**src/rtl/uport_pkg.sv**
```systemverilog
package uport_pkg;

    localparam int DATA_W     = 32;
    localparam int CODE_W     = 4;
    localparam int N_TMODE    = 5;

    localparam int BIT_SUSP   = 23;
    localparam int BIT_EN_OC  = 22;
    localparam int BIT_EN_DC  = 21;
    localparam int BIT_EN_CN  = 20;
    localparam int BIT_CODE_L = 16;
    localparam int BIT_OWNER  = 13;
    localparam int BIT_PWR    = 12;

    typedef enum logic [CODE_W-1:0] {
        TM_OFF    = 4'd0,
        TM_J      = 4'd1,
        TM_K      = 4'd2,
        TM_SEQNAK = 4'd3,
        TM_PACKET = 4'd4,
        TM_FORCE  = 4'd5
    } tmode_e;

    typedef struct packed {
        logic              susp;
        logic              en_oc;
        logic              en_dc;
        logic              en_cn;
        logic [CODE_W-1:0] code;
        logic              pwr;
    } port_reg_t;

endpackage

```
**src/rtl/uport_regs.sv**
```systemverilog
module uport_regs
    import uport_pkg::*;
#(
    parameter bit HOST_CAPABLE = 1'b1
) (
    input  logic      clk,
    input  logic      rst_n,
    input  logic      wr_en,
    input  port_reg_t wr_fields,
    input  logic      auto_clr,
    output port_reg_t st_q,
    output logic      susp_nxt
);

    port_reg_t st_d;

    always_comb begin
        st_d = st_q;
        if (wr_en) begin
            st_d.en_oc = wr_fields.en_oc;
            st_d.en_dc = wr_fields.en_dc;
            st_d.en_cn = wr_fields.en_cn;
            st_d.code  = wr_fields.code;
            st_d.pwr   = HOST_CAPABLE ? wr_fields.pwr : 1'b0;
            st_d.susp  = wr_fields.susp;
        end
        if (auto_clr) begin
            st_d.susp = 1'b0;
        end
    end

    always_ff @(posedge clk or negedge rst_n) begin
        if (!rst_n) begin
            st_q <= '0;
        end else begin
            st_q <= st_d;
        end
    end

    assign susp_nxt = st_d.susp;

endmodule

```
**src/rtl/uport_wake.sv**
```systemverilog
module uport_wake (
    input  logic clk,
    input  logic rst_n,
    input  logic phy_susp_stat,
    input  logic susp_nxt,
    input  logic ovc_evt,
    input  logic disc_evt,
    input  logic conn_evt,
    input  logic en_oc_eff,
    input  logic en_dc_eff,
    input  logic en_cn_eff,
    output logic wake_req
);

    logic wake_d, wake_q;
    logic hit;

    always_comb begin
        hit    = phy_susp_stat & ((ovc_evt  & en_oc_eff) |
                                  (disc_evt & en_dc_eff) |
                                  (conn_evt & en_cn_eff));
        wake_d = susp_nxt & (wake_q | hit);
    end

    always_ff @(posedge clk or negedge rst_n) begin
        if (!rst_n) begin
            wake_q <= 1'b0;
        end else begin
            wake_q <= wake_d;
        end
    end

    assign wake_req = wake_q;

endmodule

```
**src/rtl/uport_tdec.sv**
```systemverilog
module uport_tdec
    import uport_pkg::*;
(
    input  logic [CODE_W-1:0]  code,
    output logic [N_TMODE-1:0] tst_sel
);

    for (genvar i = 0; i < N_TMODE; i++) begin : g_sel
        assign tst_sel[i] = (code == CODE_W'(i + 1));
    end

endmodule

```
**src/rtl/uport_ctl.sv**
```systemverilog
module uport_ctl
    import uport_pkg::*;
#(
    parameter bit HOST_CAPABLE = 1'b1
) (
    input  logic               clk,
    input  logic               rst_n,
    input  logic               wr_en,
    input  logic [DATA_W-1:0]  wr_data,
    output logic [DATA_W-1:0]  rd_data,
    input  logic               host_mode,
    input  logic               resume_det,
    input  logic               force_resume,
    input  logic               phy_susp_stat,
    input  logic               conn_evt,
    input  logic               disc_evt,
    input  logic               ovc_evt,
    output logic               phy_susp_req,
    output logic               wake_req,
    output logic [N_TMODE-1:0] tst_sel,
    output logic               conn_rpt,
    output logic               disc_rpt
);

    port_reg_t wr_fields;
    port_reg_t st_q;
    logic      susp_nxt;
    logic      auto_clr;
    logic      en_oc_eff, en_dc_eff, en_cn_eff;
    logic      unused_wr;

    always_comb begin
        wr_fields       = '0;
        wr_fields.susp  = wr_data[BIT_SUSP];
        wr_fields.en_oc = wr_data[BIT_EN_OC];
        wr_fields.en_dc = wr_data[BIT_EN_DC];
        wr_fields.en_cn = wr_data[BIT_EN_CN];
        wr_fields.code  = wr_data[BIT_CODE_L +: CODE_W];
        wr_fields.pwr   = wr_data[BIT_PWR];
    end

    assign unused_wr = ^{wr_data[DATA_W-1:BIT_SUSP+1],
                         wr_data[BIT_CODE_L-1:BIT_PWR+1],
                         wr_data[BIT_PWR-1:0]};

    assign auto_clr = ~host_mode & (resume_det | force_resume);

    uport_regs #(.HOST_CAPABLE(HOST_CAPABLE)) i_regs (
        .clk       (clk),
        .rst_n     (rst_n),
        .wr_en     (wr_en),
        .wr_fields (wr_fields),
        .auto_clr  (auto_clr),
        .st_q      (st_q),
        .susp_nxt  (susp_nxt)
    );

    always_comb begin
        en_oc_eff = st_q.en_oc & st_q.pwr;
        en_dc_eff = st_q.en_dc & st_q.pwr & host_mode;
        en_cn_eff = st_q.en_cn & st_q.pwr & host_mode;
    end

    uport_wake i_wake (
        .clk           (clk),
        .rst_n         (rst_n),
        .phy_susp_stat (phy_susp_stat),
        .susp_nxt      (susp_nxt),
        .ovc_evt       (ovc_evt),
        .disc_evt      (disc_evt),
        .conn_evt      (conn_evt),
        .en_oc_eff     (en_oc_eff),
        .en_dc_eff     (en_dc_eff),
        .en_cn_eff     (en_cn_eff),
        .wake_req      (wake_req)
    );

    uport_tdec i_tdec (
        .code    (st_q.code),
        .tst_sel (tst_sel)
    );

    always_comb begin
        rd_data                          = '0;
        rd_data[BIT_SUSP]                = phy_susp_stat;
        rd_data[BIT_EN_OC]               = en_oc_eff;
        rd_data[BIT_EN_DC]               = en_dc_eff;
        rd_data[BIT_EN_CN]               = en_cn_eff;
        rd_data[BIT_CODE_L +: CODE_W]    = st_q.code;
        rd_data[BIT_OWNER]               = 1'b0;
        rd_data[BIT_PWR]                 = st_q.pwr;
    end

    assign phy_susp_req = st_q.susp;
    assign conn_rpt     = conn_evt & st_q.pwr;
    assign disc_rpt     = disc_evt & st_q.pwr;

endmodule

```
**config.mk**
```make
export PLATFORM = sky130hd
export DESIGN_NAME = uport_ctl
export DESIGN_NICKNAME = d
export VERILOG_FILES = /design/src/rtl/uport_pkg.sv /design/src/rtl/uport_regs.sv /design/src/rtl/uport_wake.sv /design/src/rtl/uport_tdec.sv /design/src/rtl/uport_ctl.sv
export SDC_FILE = /design/constraint.sdc
export NUM_CORES = 1
export LEC_CHECK = 0
export BUFFER_PORTS_ARGS = -buffer_cell sky130_fd_sc_hd__buf_4
export CAP_MARGIN = 20
export CORE_MARGIN = 2
export CORE_UTILIZATION = 35
export CTS_CLUSTER_DIAMETER = 100
export DETAILED_ROUTE_END_ITERATION = 10
export PLACE_DENSITY_LB_ADDON = 0.08
export SYNTH_ARGS = -nofsm -noshare
export SYNTH_HDL_FRONTEND = slang
export SYNTH_HIERARCHICAL = 1
export SYNTH_SLANG_ARGS = --single-unit
```
**constraint.sdc**
```tcl
create_clock -name clk -period 2.2 [get_ports clk]
set_input_delay 0.44 -clock clk [delete_from_list [all_inputs] [get_ports clk]]
set_output_delay 0.44 -clock clk [all_outputs]
set_load 0.005 [all_outputs]
```
==> Flow_metrics.wiki <==
{| class="wikitable"
! Metric !! Value
|-
| Outcome || finished, final reports clean
|-
| Final Slew Violations || 0
|-
| Number of maximum-capacitance constraint violations || 0
|-
| Final global-route overflow total || 0
|-
| Post-CTS Repair Setup Buffers || 0
|-
| Critical path capture point type || primary output
|-
| Leading cell types by total area after synthesis || sky130_fd_sc_hd__dfrtp_1 (35%), sky130_fd_sc_hd__buf_4 (28%), sky130_fd_sc_hd__mux2_4 (17%), sky130_fd_sc_hd__nor4b_1 (3.6%), sky130_fd_sc_hd__and4bb_2 (3.5%)
|-
| Leak pwr || around 0.52 nW
|-
| Row count || 16
|-
| Final Hold Fails || 0
|-
| Required time reported for the critical path endpoint || 1760 ps
|-
| Die ar. || 2438 µm²
|-
| Worst reg2reg path depth || 3
|-
| DR vias || 506
|-
| Clock H-tree levels || 1
|-
| Hold path depth || 2
|-
| Number of global-route vias before repair || 440
|-
| DR vias/cell || 4.016
|-
| Maximum clock frequency || ~0.60 GHz
|-
| Setup repair after global routing missed its margin || false
|-
| Clock buffer count from CTS || 3
|-
| Final-layout setup total negative slack || 0 ps
|-
| # IOs || 83
|-
| Synth Cell Area || 720.7 µm²
|-
| Maximum fanout along the worst path || 7
|-
| 1st-iter DRT viols || 0
|-
| Mapped Avg Cell Area || ~11 µm²
|-
| Share of total power in sequential cells || 43.5%
|-
| Cell Int Power || 0.3847 mW
|-
| Skew-Pair Late Insertion Delay || around 250 ps
|-
| Power dissipated by switching net loads || about 0.12 mW
|-
| Maximum vdd ir drop || 276.5 µV
|-
| Die Wd || 49.38 µm
|-
| Fraction of final layout cells sized beyond drive strength 1 || 53.54%
|-
| Combinational share of power || 25.2%
|-
| Global-route wire length before repair || 2007 µm
|-
| Half-perimeter wire length after detailed placement || 1086 µm
|-
| Effective utilization at floorplan || between 30% and 40%
|-
| First-pass detailed-route iteration total || 1
|-
| Cell count after synthesis || 64
|-
| Remaining DRCs || 0
|-
| All-layer global routing usage || 10.85%
|-
| Number of diodes added for antenna fixing || 0
|-
| Final count of negative-setup-slack endpoints || 0
|-
| Quantity of hold-fixing buffers added after cts || 1
|-
| Power density cells || approximately 540 nW/µm²
|-
| Placeable core region || 1942 µm²
|-
| Layout fillers || 196
|-
| CTS clk-pin slew, worst paths || ~60 ps
|-
| Critical Path AT || 1220 ps
|-
| Post-Layout Inst Area || 939.7 µm²
|-
| Area taken by multi-input logic gates || between 300 and 400 µm²
|-
| Placed standard-cell area || 893.4 µm²
|-
| Total of buffers placed on input and output ports || 36
|-
| Sequential standard cell area || around 250 µm²
|-
| Clock sink count || 10
|-
| FF+latch count, synth || 10
|-
| Final routed wirelength across all metal layers || 1342 µm
|-
| Worst min-delay path class || in2reg
|-
| Layout overhead on the synthesized area || 30.38%
|-
| Clock root cell || sky130_fd_sc_hd__clkbuf_4
|-
| Type of element launching the critical path || flip-flop
|-
| Sequential share of the synthesized area || 34.72%
|-
| Number of different library cells in the post-synthesis netlist || 15
|-
| Share of total power in the clock network || a little under a third
|-
| CTS resizes || 0
|-
| Routed len/inst || 10.65 µm
|-
| Routability cong. || 0.6627
|-
| Yosys top cell area share || 34.72%
|-
| Yosys top cell by area || sky130_fd_sc_hd__dfrtp_1
|-
| Initial antenna violation count || 0
|-
| Maximum number of pins on one net before global-route repair || 11
|-
| WS Path Type || reg2out
|-
| Share of the cycle needed by the critical path after routing || 75.63%
|-
| Final Non-Filler Cells || 126
|-
| Min Clock Period, post-route || approximately 1700 ps
|-
| Clk_skew || 2.244 ps
|-
| Die H || approximately 49 µm
|-
| Max clock buf depth || 2
|-
| Synth warn || 6
|-
| Tot Pwr || 0.5066 mW
|-
| Residual antenna-violating net count after detailed routing || 0
|-
| Net total in the final layout || around 140
|-
| TritonCTS clock tree || done
|-
| Placed Instances || 121
|-
| Net Sw Frac || 24.07%
|}
[sequential cells by signal (all words and copies together), names as in the netlist]
register         flops
i_wake/wake_req      1
i_regs/st_q          9
[synth_stat cells]
cell type / instances
sky130_fd_sc_hd__and3_1: 2
sky130_fd_sc_hd__o21ba_1: 1
sky130_fd_sc_hd__conb_1: 1
sky130_fd_sc_hd__buf_4: 27
sky130_fd_sc_hd__a21oi_1: 2
sky130_fd_sc_hd__dfrtp_1: 10
sky130_fd_sc_hd__nor2_1: 1
sky130_fd_sc_hd__buf_6: 1
sky130_fd_sc_hd__and2_2: 3
sky130_fd_sc_hd__mux2_4: 8
sky130_fd_sc_hd__and4bb_2: 2
sky130_fd_sc_hd__mux2i_1: 1
sky130_fd_sc_hd__o21ai_0: 1
sky130_fd_sc_hd__nor4b_1: 3
sky130_fd_sc_hd__a22oi_1: 1
[worst max-delay path: stages, from the launching register on]
cell	delay (ps)
sky130_fd_sc_hd__dfrtp_1	450
sky130_fd_sc_hd__nor4b_1	350
sky130_fd_sc_hd__buf_4	170
[stage by stage]
stage	util, %	setup slack, ps	hold slack (ps)
6_report	48.39	536.0	409.8
4_1_cts	48.39	492.2	401.1
3_5_place_dp	46.01	789.8	276.6
3_3_place_gp	46.01	864.5	274.0
2_1_floorplan	-	991.5	144.4
5_1_grt	48.39	446.1	400.1
[cells by family after synthesis]
family,synth area share [%]
simple gates,12.50
other cells,0.5203
buf+inv,29.69
compound gates,4.514
mux,18.06
flops,34.72
[power by group through the flow]
stage | Combinational (mW) | Sequential [mW] | Clock [mW]
after CTS | 0.129 | 0.221 | 0.166
after global routing | 0.139 | 0.225 | 0.172
final | 0.127 | 0.221 | 0.159
after floorplan | 0.0954 | 0.219 | 0
after detailed placement | 0.127 | 0.224 | 0
after global placement | 0.126 | 0.224 | 0
[worst paths after layout]
path                                      from               to  slack, ps
worst max-delay path            i_regs/st_q[1]       tst_sel[3]        540
worst min-delay path               wr_data[18]   i_regs/st_q[3]        410
worst max register to register  i_regs/st_q[0]  i_wake/wake_req       1190
worst min register to register  i_regs/st_q[6]   i_regs/st_q[6]        510
max in group asynchronous                rst_n   i_regs/st_q[5]       1500
min in group asynchronous                rst_n   i_regs/st_q[6]        560
[area by class of cell]
type                            instances  share of cell area, %
Clock buffer                            4                  3.862
Tap cell                               27                  3.595
Timing Repair Buffer                   37                  29.83
Sequential cell                        10                  26.63
Multi-Input combinational cell         48                  36.09
[layout by cell type, fill, tap and decap left out]
master	n
sky130_fd_sc_hd__buf_4	36
sky130_fd_sc_hd__conb_1	23
sky130_fd_sc_hd__dfrtp_1	10
sky130_fd_sc_hd__mux2_4	8
sky130_fd_sc_hd__and2_2	3
sky130_fd_sc_hd__clkbuf_4	3
sky130_fd_sc_hd__nor4b_1	3
sky130_fd_sc_hd__and3_1	2
sky130_fd_sc_hd__and4bb_2	2
sky130_fd_sc_hd__a21oi_1	2
sky130_fd_sc_hd__o21ba_1	1
sky130_fd_sc_hd__clkbuf_8	1
sky130_fd_sc_hd__dlygate4sd3_1	1
sky130_fd_sc_hd__mux2i_1	1
sky130_fd_sc_hd__nor2_1	1
sky130_fd_sc_hd__a22oi_1	1
sky130_fd_sc_hd__o21ai_0	1
[layer usage]
layer  global-route usage, %  up-vias  wire [µm]
met5                       0        -          0
met4                   4.167        0          0
met3                   5.521        0        173
met2                   16.89       35        642
met1                   12.67      232        525
li1                        -      239          -
Note: power is estimated with default switching activity, not from simulation.
